--- src/rtl/disp_gap_arb.sv ---
module disp_gap_arb #(
  parameter int IW       = 8,
  parameter int RW       = 16,
  parameter int NORM_LEN = 16,
  parameter int ROT_BASE = 4
) (
  input  logic          clk,
  input  logic          rst_n,
  input  logic          reg_we,
  input  logic [RW-1:0] reg_wdata,
  output logic [RW-1:0] reg_rdata,
  input  logic          rot_mode,
  input  logic [1:0]    burst_sel,
  input  logic          disp_req,
  output logic          disp_gnt,
  input  logic          ext_req,
  output logic          ext_gnt
);
  localparam int MAX_LEN = (ROT_BASE << 3) > NORM_LEN ? (ROT_BASE << 3) : NORM_LEN;
  localparam int CW      = $clog2(MAX_LEN);

  typedef enum logic [1:0] {S_IDLE, S_BURST, S_GAP, S_EXT} st_t;

  st_t           state;
  logic [IW-1:0] intv;
  logic [IW-1:0] gap_cnt;
  logic [CW-1:0] beat_cnt;
  logic [CW-1:0] len_m1;

  assign len_m1    = rot_mode ? CW'((ROT_BASE << burst_sel) - 1) : CW'(NORM_LEN - 1);
  assign disp_gnt  = (state == S_BURST);
  assign ext_gnt   = ext_req && (state == S_GAP || state == S_EXT);
  assign reg_rdata = RW'(intv);

  always_ff @(posedge clk or negedge rst_n) begin
    if (!rst_n) intv <= '0;
    else if (reg_we) intv <= reg_wdata[IW-1:0];
  end

  always_ff @(posedge clk or negedge rst_n) begin
    if (!rst_n) begin
      state    <= S_IDLE;
      gap_cnt  <= '0;
      beat_cnt <= '0;
    end else begin
      case (state)
        S_IDLE: begin
          if (disp_req) begin
            state    <= S_BURST;
            beat_cnt <= len_m1;
          end else if (ext_req) begin
            state <= S_EXT;
          end
        end
        S_BURST: begin
          if (beat_cnt == '0) begin
            state   <= S_GAP;
            gap_cnt <= intv;
          end else begin
            beat_cnt <= beat_cnt - CW'(1);
          end
        end
        S_GAP: begin
          if (gap_cnt != '0) begin
            gap_cnt <= gap_cnt - IW'(1);
          end else if (ext_req) begin
            state <= S_EXT;
          end else if (disp_req) begin
            state    <= S_BURST;
            beat_cnt <= len_m1;
          end else begin
            state <= S_IDLE;
          end
        end
        default: begin
          if (!ext_req) begin
            if (disp_req) begin
              state    <= S_BURST;
              beat_cnt <= len_m1;
            end else begin
              state <= S_IDLE;
            end
          end
        end
      endcase
    end
  end

  p_reg_wr_r2: assert property (@(posedge clk) disable iff (!rst_n)
    reg_we |=> reg_rdata == RW'($past(reg_wdata[IW-1:0])));

  p_gap_load_r9: assert property (@(posedge clk) disable iff (!rst_n)
    $fell(disp_gnt) |-> gap_cnt == $past(intv));

  p_excl_r6: assert property (@(posedge clk) disable iff (!rst_n)
    !(disp_gnt && ext_gnt));

  p_gap_hold_r7: assert property (@(posedge clk) disable iff (!rst_n)
    (state == S_GAP && gap_cnt != '0) |=> (!disp_gnt && gap_cnt == $past(gap_cnt) - IW'(1)));

  p_burst_run_r10: assert property (@(posedge clk) disable iff (!rst_n)
    (disp_gnt && beat_cnt != '0) |=> disp_gnt);

  p_ext_keep_r8: assert property (@(posedge clk) disable iff (!rst_n)
    (ext_gnt && ext_req) |=> !disp_gnt);
endmodule

--- config.mk ---
export PLATFORM = sky130hd
export DESIGN_NAME = disp_gap_arb
export DESIGN_NICKNAME = d
export VERILOG_FILES = /design/src/rtl/disp_gap_arb.sv
export SDC_FILE = /design/constraint.sdc
export NUM_CORES = 1
export LEC_CHECK = 0
export CAP_MARGIN = 40
export CELL_PAD_IN_SITES_DETAIL_PLACEMENT = 0
export CELL_PAD_IN_SITES_GLOBAL_PLACEMENT = 1
export CORE_ASPECT_RATIO = 0.75
export CORE_MARGIN = 2
export CORE_UTILIZATION = 30
export CTS_BUF_LIST = sky130_fd_sc_hd__clkbuf_4
export DETAILED_ROUTE_END_ITERATION = 7
export GPL_TIMING_DRIVEN = 0
export PLACE_DENSITY_LB_ADDON = 0.3
export RECOVER_POWER = 50
export SYNTH_ARGS = -nofsm -noshare
export SYNTH_HDL_FRONTEND = slang
export SYNTH_SLANG_ARGS = --single-unit
--- constraint.sdc ---
create_clock -name clk -period 2.3 [get_ports clk]
set_input_delay 0.46 -clock clk [delete_from_list [all_inputs] [get_ports clk]]
set_output_delay 0.46 -clock clk [all_outputs]
set_load 0.02 [all_outputs]
## Yosys cells after proc, flatten, opt, wreduce, memory -nomap -nowiden

Index checks and enable logic that the tools add are counted.

- Bits of input ports: 24
- Output and inout bits: 18
- Word-level logic and storage cells: 43
- Register bits after elaboration: 23

- Eq/ne operators: 9
- Add/subtract/negate cells: 3
- Shifts and indexed selects: 1
- Multiplexer cells: 17
- Reductions and logical operators: 9

Operators by type and width:

| operator | count |
|---|---|
| 2-to-1 mux 5 bit | 5 |
| 2-to-1 mux 8 bit | 2 |
| case mux 8 bit (2 select lines) | 1 |
| case mux 5 bit (3 select lines) | 1 |
| 2-to-1 mux 2 bit | 6 |
| nonzero test 8 bit | 1 |
| subtractor 8 x 1 -> 8 bit, second input constant | 1 |
| case mux 2 bit (3 select lines) | 1 |
| zero test 5 bit | 1 |
| << shifter 3 x 2 -> 5 bit, first input constant | 1 |
| subtractor 5 x 1 -> 5 bit, second input constant | 1 |
| subtractor 5 x 2 -> 5 bit, second input constant | 1 |
| == test 2 bit, second input constant | 2 |
| inequality test 2 x 1 -> 1 bit, second input constant | 2 |
| inequality test 2 bit, second input constant | 2 |
| inequality test 4 x 2 -> 1 bit, second input constant | 1 |
| AND reduction 4 bit | 1 |
| inequality test 3 bit, second input constant | 1 |
| AND reduction 3 bit | 1 |
| == test 2 x 1 -> 1 bit, second input constant | 1 |
| zero test 2 bit | 1 |
| AND reduction 2 bit | 1 |
| nonzero test 2 bit | 1 |
| logical AND 1 bit | 1 |
| other kinds (2) | 2 |

## Depth between registers and ports, before layout

Gate-level depths: netlist of run 1.

- Word-level depth: 7
- Gate-level depth with buffers: 6
- Gate-level depth less buffers: 6

## Worst setup path after synthesis of run 1

No wires, ideal clock.

- Path kind: reg2reg
- Start point: reg beat_cnt[0]
- End point: reg beat_cnt[0]
- Path buffers: 0
- Clock period less this slack: 1.644 ns
- Data arrival time: 1.520 ns
- Library setup time: 0.125 ns
- Stages on the path, launching flop included: 7
- Setup slack: 0.656 ns
- Data required time: 2.175 ns
- Cells stage by stage: dfrtp_1 -> inv_1 -> ha_1 -> nor4b_2 -> nand2b_1 -> a21oi_2 -> mux2_2

- Cells in the longest elaborated chain, start to end: 4
- Elaborated cells between the ends (all ways): 9
- Classes of those cells: 1 x add/sub; 1 x eq/ne; 5 x mux; 2 x reduce/logical

RTL lines:

| what | line | RTL |
|---|---|---|
| start, declared | 27 | `logic [CW-1:0] beat_cnt;` |
| start signal, assigned | 50 | `beat_cnt <= len_m1;` |
| start signal, assigned | 60 | `beat_cnt <= beat_cnt - CW'(1);` |
| start signal, assigned | 70 | `beat_cnt <= len_m1;` |
| parallel branches: the longest is 4 deep, another holds subtractor 5 x 1 -> 5 bit | -- |  |

Parallel ways; which one is timed is not known. The select of a mux whose other input is x is not followed.
A chain may end at the register's enable or synchronous reset.

## Worst setup path in the final report of run 1

- Start point: in ext_req
- End point: out ext_gnt

- Cells in the longest elaborated chain, start to end: 1

RTL lines:

| what | line | RTL |
|---|---|---|
| start, declared | 16 | `input logic ext_req,` |
| logical AND 1 bit | 32 | `assign ext_gnt = ext_req && (state == S_GAP \|\| state == S_EXT);` |
| end, declared | 17 | `output logic ext_gnt` |

No other way between the ends.

==> results.ini, run 1 <==
[outcome]
outcome = finished, final reports clean

[power_and_ir_drop]
power.total_mw = 1.87
vdd_drop_max_mv = 0.289
power.density_nw_per_um2 = 1090
p_leak_nw = 0.701

[global_route]
grt_max_degree = 18
grt_use_met2_pct = 19.0
grt_pass1_vias = 1022
top_usage_layer = met2
use_met3_pct = 1.73
grt_pass1_wl_mm = 4.82
grt_overflow_total = 0
grt_use_met1_pct = 18.8
grtUsageTotal_pct = 12.7
antenna_found_initial = 0

[critical_path]
worst_ep_required_time_ns = 1.84
cp-start-kind = input port
cp_data_arrival_time_ns = 1.74
crit_type = in2out
reg2reg_depth = 6
worstReg2RegStart = beat_cnt[0]
path_max_fanout = 4
reg2reg_to = gap_cnt[1]
end_kind = output pin
r2r_slack_ns = 0.41

[final_layout]
diodes = 0
area_delta_synth_final_pct = 27.8
drive_gt1_share_pct = 18.2
nFillCells = 435
nNetsFinal = 198

[detailed_routing]
ant_nets = 0
viasPerCell = 4.87
wire_per_inst_um = 13.1
drtPass1Iterations = 4
drc = 0
drt_iter0_markers = 66
routed_wl_mm = 2.97
via_count = 1106

[die]
die_y_um = 61.9
fp.dieW_um = 81.1
dieArea_um2 = 5020
coreArea_um2 = 4390
top_level_ports = 42
rows = 21
start_util_pct = 30.5

[clocking]
root_buffer = clkbuf_4
clkLatencyLatePin_ns = 0.31
cts_resized = 0
hold_buffers = 0
cts_buffer_depth = 2
post_cts_buffers = 0
numCtsBuffers = 3
cts_tree = yes
cts_sinks = 23
path_clk_slew_ns = 0.13
h-tree-depth = 1

[logic_synthesis]
async_flop_share_pct = 100
synth_area_um2 = 1340
synth_cells = 134
synth-seq-area-share_pct = 43.0
yosys.area.top_type = dfrtp_1
yosysWarnings = 0
yosys-top-cells-count = dfrtp_1, nor2_1, mux2_2
synth_area_leaders = dfrtp_1, mux2_2, buf_4
synth_top_area_share_pct = 43.0
ys_ff_latch = 23
synth_ff_type = dfrtp_1
synth_area_per_cell_um2 = 9.99
synth_edf_count = 0
synth_cell_types = 42
yosys.cell_count.top_type = dfrtp_1

[placed_design]
place.gp.congestion = 0.831
port_buffers = 24
dp_hpwl_mm = 2.34

[hold_path]
hp-class = in2async

[sta]
worst_pin_slew_ns = 0.894
timing.fmax_mhz = 455
finalSetupViolCount = 0
tns_ns = 0
rsz0062_at_grt = no
hold_ws_ns = 0.462
period_minus_slack_ns = 2.20
slew_violations = 0
post-route-period-util_pct = 95.5
maxSlewHeadroom_pct = 40.4
finalHoldViolations = 0
clock_skew_ns = 0.00545

[run]
maxCapViolCount = 0

cell usage in the layout (no fill, tap or decap), types with 3 or more instances in the layout:
cell type / synthesis / routed
a21oi_1: 8 / 8
a22oi_1: 3 / 3
a2bb2oi_1: 4 / 4
buf_4: 8 / 8
clkbuf_1: 2 / 3
clkbuf_4: 0 / 4
clkdlybuf4s50_1: 0 / 23
conb_1: 1 / 8
dfrtp_1: 23 / 23
ha_1: 3 / 3
inv_1: 6 / 6
mux2_2: 9 / 9
nand2_1: 6 / 6
nand2b_1: 3 / 3
nand3_1: 5 / 5
nor2_1: 13 / 13
o21ai_0: 4 / 4
state kept, by name, indices dropped and copies added, names as in the netlist:
signal and count:
state 2, intv 8, beat_cnt 5, gap_cnt 8
cell families (layout without fill, tap and decap cells):
family,after synthesis,count (layout),share of synthesized area (%)
AOI/OAI and AO/OA,41,41,21.9
adders and majority gates,3,3,2.80
buffers and inverters,19,48,8.60
DFF,23,23,43.0
muxes,9,9,7.57
other,1,8,0.280
and+or+nand+nor,38,38,15.9
stage by stage:
stage                     cell area [um2]  setup slack, ns  util (%)  instances
after floorplan                      1370            0.656         -        141
after global placement               1680            0.114      38.2        222
after detailed placement             1700           0.0975      38.8        223
after CTS                            1730           0.0937      39.5        227
after global routing                 1710           0.0634      39.0        227
final                                1710            0.103      39.0        227
worst max path at each step:
stage	startpoint	endpoint	slack, ns
after global placement	ext_req	ext_gnt	0.11
after CTS	ext_req	ext_gnt	0.09
after floorplan	beat_cnt[0]	beat_cnt[0]	0.66
after global routing	state[1]	disp_gnt	0.06
after detailed placement	ext_req	ext_gnt	0.1
final	ext_req	ext_gnt	0.10
where the power goes:
part | internal, mW | switching (mW)
clock network | 0.0794 | 0.119
logic | 0.436 | 0.524
registers | 0.549 | 0.158
total | 1.06 | 0.801
worst max-delay path, cell delays in order:
cell	delay, ns
clkdlybuf4s50_1	0.51
and2_1	0.17
clkdlybuf4s50_1	0.60
final cells by class:
cell class | instances | area [um2] | share of cell area [%]
timing repair buffer | 25 | 244 | 14.3
clock buffer | 4 | 30.0 | 1.76
multi-input combinational | 99 | 674 | 39.4
tap | 57 | 71.3 | 4.17
buffer | 12 | 83.8 | 4.90
sequential | 23 | 576 | 33.7
inverter | 7 | 31.3 | 1.83
layer usage:
layer / up-vias / routed length (um) / share of wire, %
met3: 2 / 106 / 3.6
met2: 28 / 1280 / 43
li1: 559 / - / -
met1: 517 / 1560 / 52
met4: 0 / 27 / 0.91
met5: - / 0 / 0
Power figures use the tool's default switching activity.
==> run 2, diff against run 1 <==
- CORE_ASPECT_RATIO: 0.75 -> 0.6
- CORE_UTILIZATION: 30 -> 27
==> run 2 against run 1 <==
  * Setup slack lost 0.023 ns
  * Non-clock buffer count is the same
  * Largest power group unchanged
  * Largest cell class unchanged
  * Combinational power grew 2%
  * Hold slack got worse by 0.016 ns
  * Global-route usage fell by 0.45 points
  * Cell count is 2.6% higher
  * Clock skew about the same
  * Routed wire length is 5.8% higher
  * Sequential share of layout area is 0.15 points lower
==> results.ini, run 2 (synthesis gave the netlist of run 1 again) <==
[outcome]
outcome = finished, final reports clean

[clocking]
cts_resized = 0
post_cts_buffers = 0
hold_buffers = 0
path_clk_slew_ns = 0.14
root_buffer = clkbuf_4
clkLatencyLatePin_ns = 0.32
cts_sinks = 23
cts_tree = yes
h-tree-depth = 1
cts_buffer_depth = 2
numCtsBuffers = 3

[critical_path]
crit_buf_inv = 2
cp_cell_sequence = clkdlybuf4s50_1, and2_1, clkdlybuf4s50_1
crit_slowest_cell = clkdlybuf4s50_1
cp_data_arrival_time_ns = 1.76
crit_type = in2out
slowest_delay_ns = 0.61
cp-start-kind = input port
end_kind = output pin
worst_ep_required_time_ns = 1.84
path_max_fanout = 4
worst_path_dominant_cell_family = buffers and inverters
cpMostUsedCell = clkdlybuf4s50_1

[placed_design]
dp_hpwl_mm = 2.47
place_ws_ns = 0.0836
dp_cells = 229
place.gp.congestion = 0.792
port_buffers = 24

[global_route]
antenna_found_initial = 0
grt_pass1_vias = 1120
grt_overflow_total = 0
grt_max_degree = 18
grtUsageTotal_pct = 12.2
grt_pass1_wl_mm = 5.29

[power_and_ir_drop]
p_leak_nw = 0.696
switching_share_pct = 44.0
combPwrFrac_pct = 52.1
vdd_drop_max_mv = 0.410
p_seq_share_pct = 37.5
p_sw_mw = 0.827
p_clk_share_pct = 10.4
p_int_mw = 1.05
power.density_nw_per_um2 = 1090
power.total_mw = 1.88

[sta]
tns_ns = 0
finalHoldViolations = 0
hold_ws_ns = 0.445
finalSetupViolCount = 0
period_minus_slack_ns = 2.22
timing.fmax_mhz = 450
post-route-period-util_pct = 96.5
clock_skew_ns = 0.00502
rsz0062_at_grt = no
worst_pin_slew_ns = 0.960
slew_violations = 0
maxSlewHeadroom_pct = 36.0
layout_setup_ws_ns = 0.0800

[final_layout]
reg.largest.list = gap_cnt: 8 flops, intv: 8 flops, beat_cnt: 5 flops
drive_gt1_share_pct = 18.2
nFillCells = 484
mostFrequentLayoutCells = dfrtp_1, clkdlybuf4s50_1, nor2_1
nNetsFinal = 198
finalNonFillerCells = 233
area_delta_synth_final_pct = 28.3
diodes = 0

[die]
fp.dieW_um = 94.9
top_level_ports = 42
rows = 19
die_y_um = 58.5
coreArea_um2 = 4660
dieArea_um2 = 5560
start_util_pct = 28.7

[detailed_routing]
drtPass1Iterations = 4
ant_nets = 0
viasPerCell = 5.01
via_count = 1167
routed_wl_mm = 3.14
drc = 0
drt_iter0_markers = 70
wire_per_inst_um = 13.5

[hold_path]
hp-class = in2async

[run]
maxCapViolCount = 0

run 2: path summary, 6_finish.rpt:
check / start / end / slack [ns] / cells past startpoint
worst max-delay path: ext_req / ext_gnt / 0.08 / 3
worst min-delay path: rst_n / intv[7] / 0.45 / 1
worst max register to register: beat_cnt[0] / gap_cnt[1] / 0.41 / 6
worst min register to register: gap_cnt[7] / gap_cnt[7] / 0.56 / 1
max in group asynchronous: rst_n / gap_cnt[4] / 0.68 / 2
min in group clk: gap_cnt[7] / gap_cnt[7] / 0.56 / 1
run 2: worst reg2reg max path: cells and delay by family, from the launching register on:
family,cells,cell delay (ns)
AO/OA/AOI/OAI,2,0.42
adder cells (fa/ha/maj),1,0.21
buffers and inverters,1,0.08
flip-flops,1,0.40
AND/OR/NAND/NOR,2,0.67
run 2: layout make-up:
type / instances / area (um2) / share of cell area [%]
multi-input combinational: 99 / 674 / 39.3
sequential: 23 / 576 / 33.5
timing repair buffer: 25 / 244 / 14.2
buffer: 12 / 83.8 / 4.88
tap: 63 / 78.8 / 4.59
inverter: 7 / 31.3 / 1.82
clock buffer: 3 / 22.5 / 1.31
clock inverter: 1 / 7.51 / 0.437
run 2: metal layers:
metal | track usage (%) | vias to the layer above | wire [um] | part of all wire, %
met4 | 3.31 | 0 | 38 | 1.2
met2 | 18.3 | 45 | 1290 | 41
met1 | 17.7 | 563 | 1600 | 51
met5 | 0 | - | 0 | 0
li1 | - | 555 | - | -
met3 | 2.94 | 4 | 204 | 6.5
run 2: power by group through the flow:
stage,Sequential (mW),Clock (mW),Combinational [mW]
final,0.704,0.195,0.979
after global routing,0.725,0.218,1.09
after CTS,0.704,0.205,0.982
after detailed placement,0.713,0,0.981
after global placement,0.710,0,0.950
after floorplan,0.695,0,0.714
run 2: stage by stage:
stage | util (%) | area (um2)
floorplan | - | 1370
global placement | 36.1 | 1680
detailed placement | 36.7 | 1710
CTS | 37.4 | 1740
global route | 36.9 | 1720
finish | 36.9 | 1720
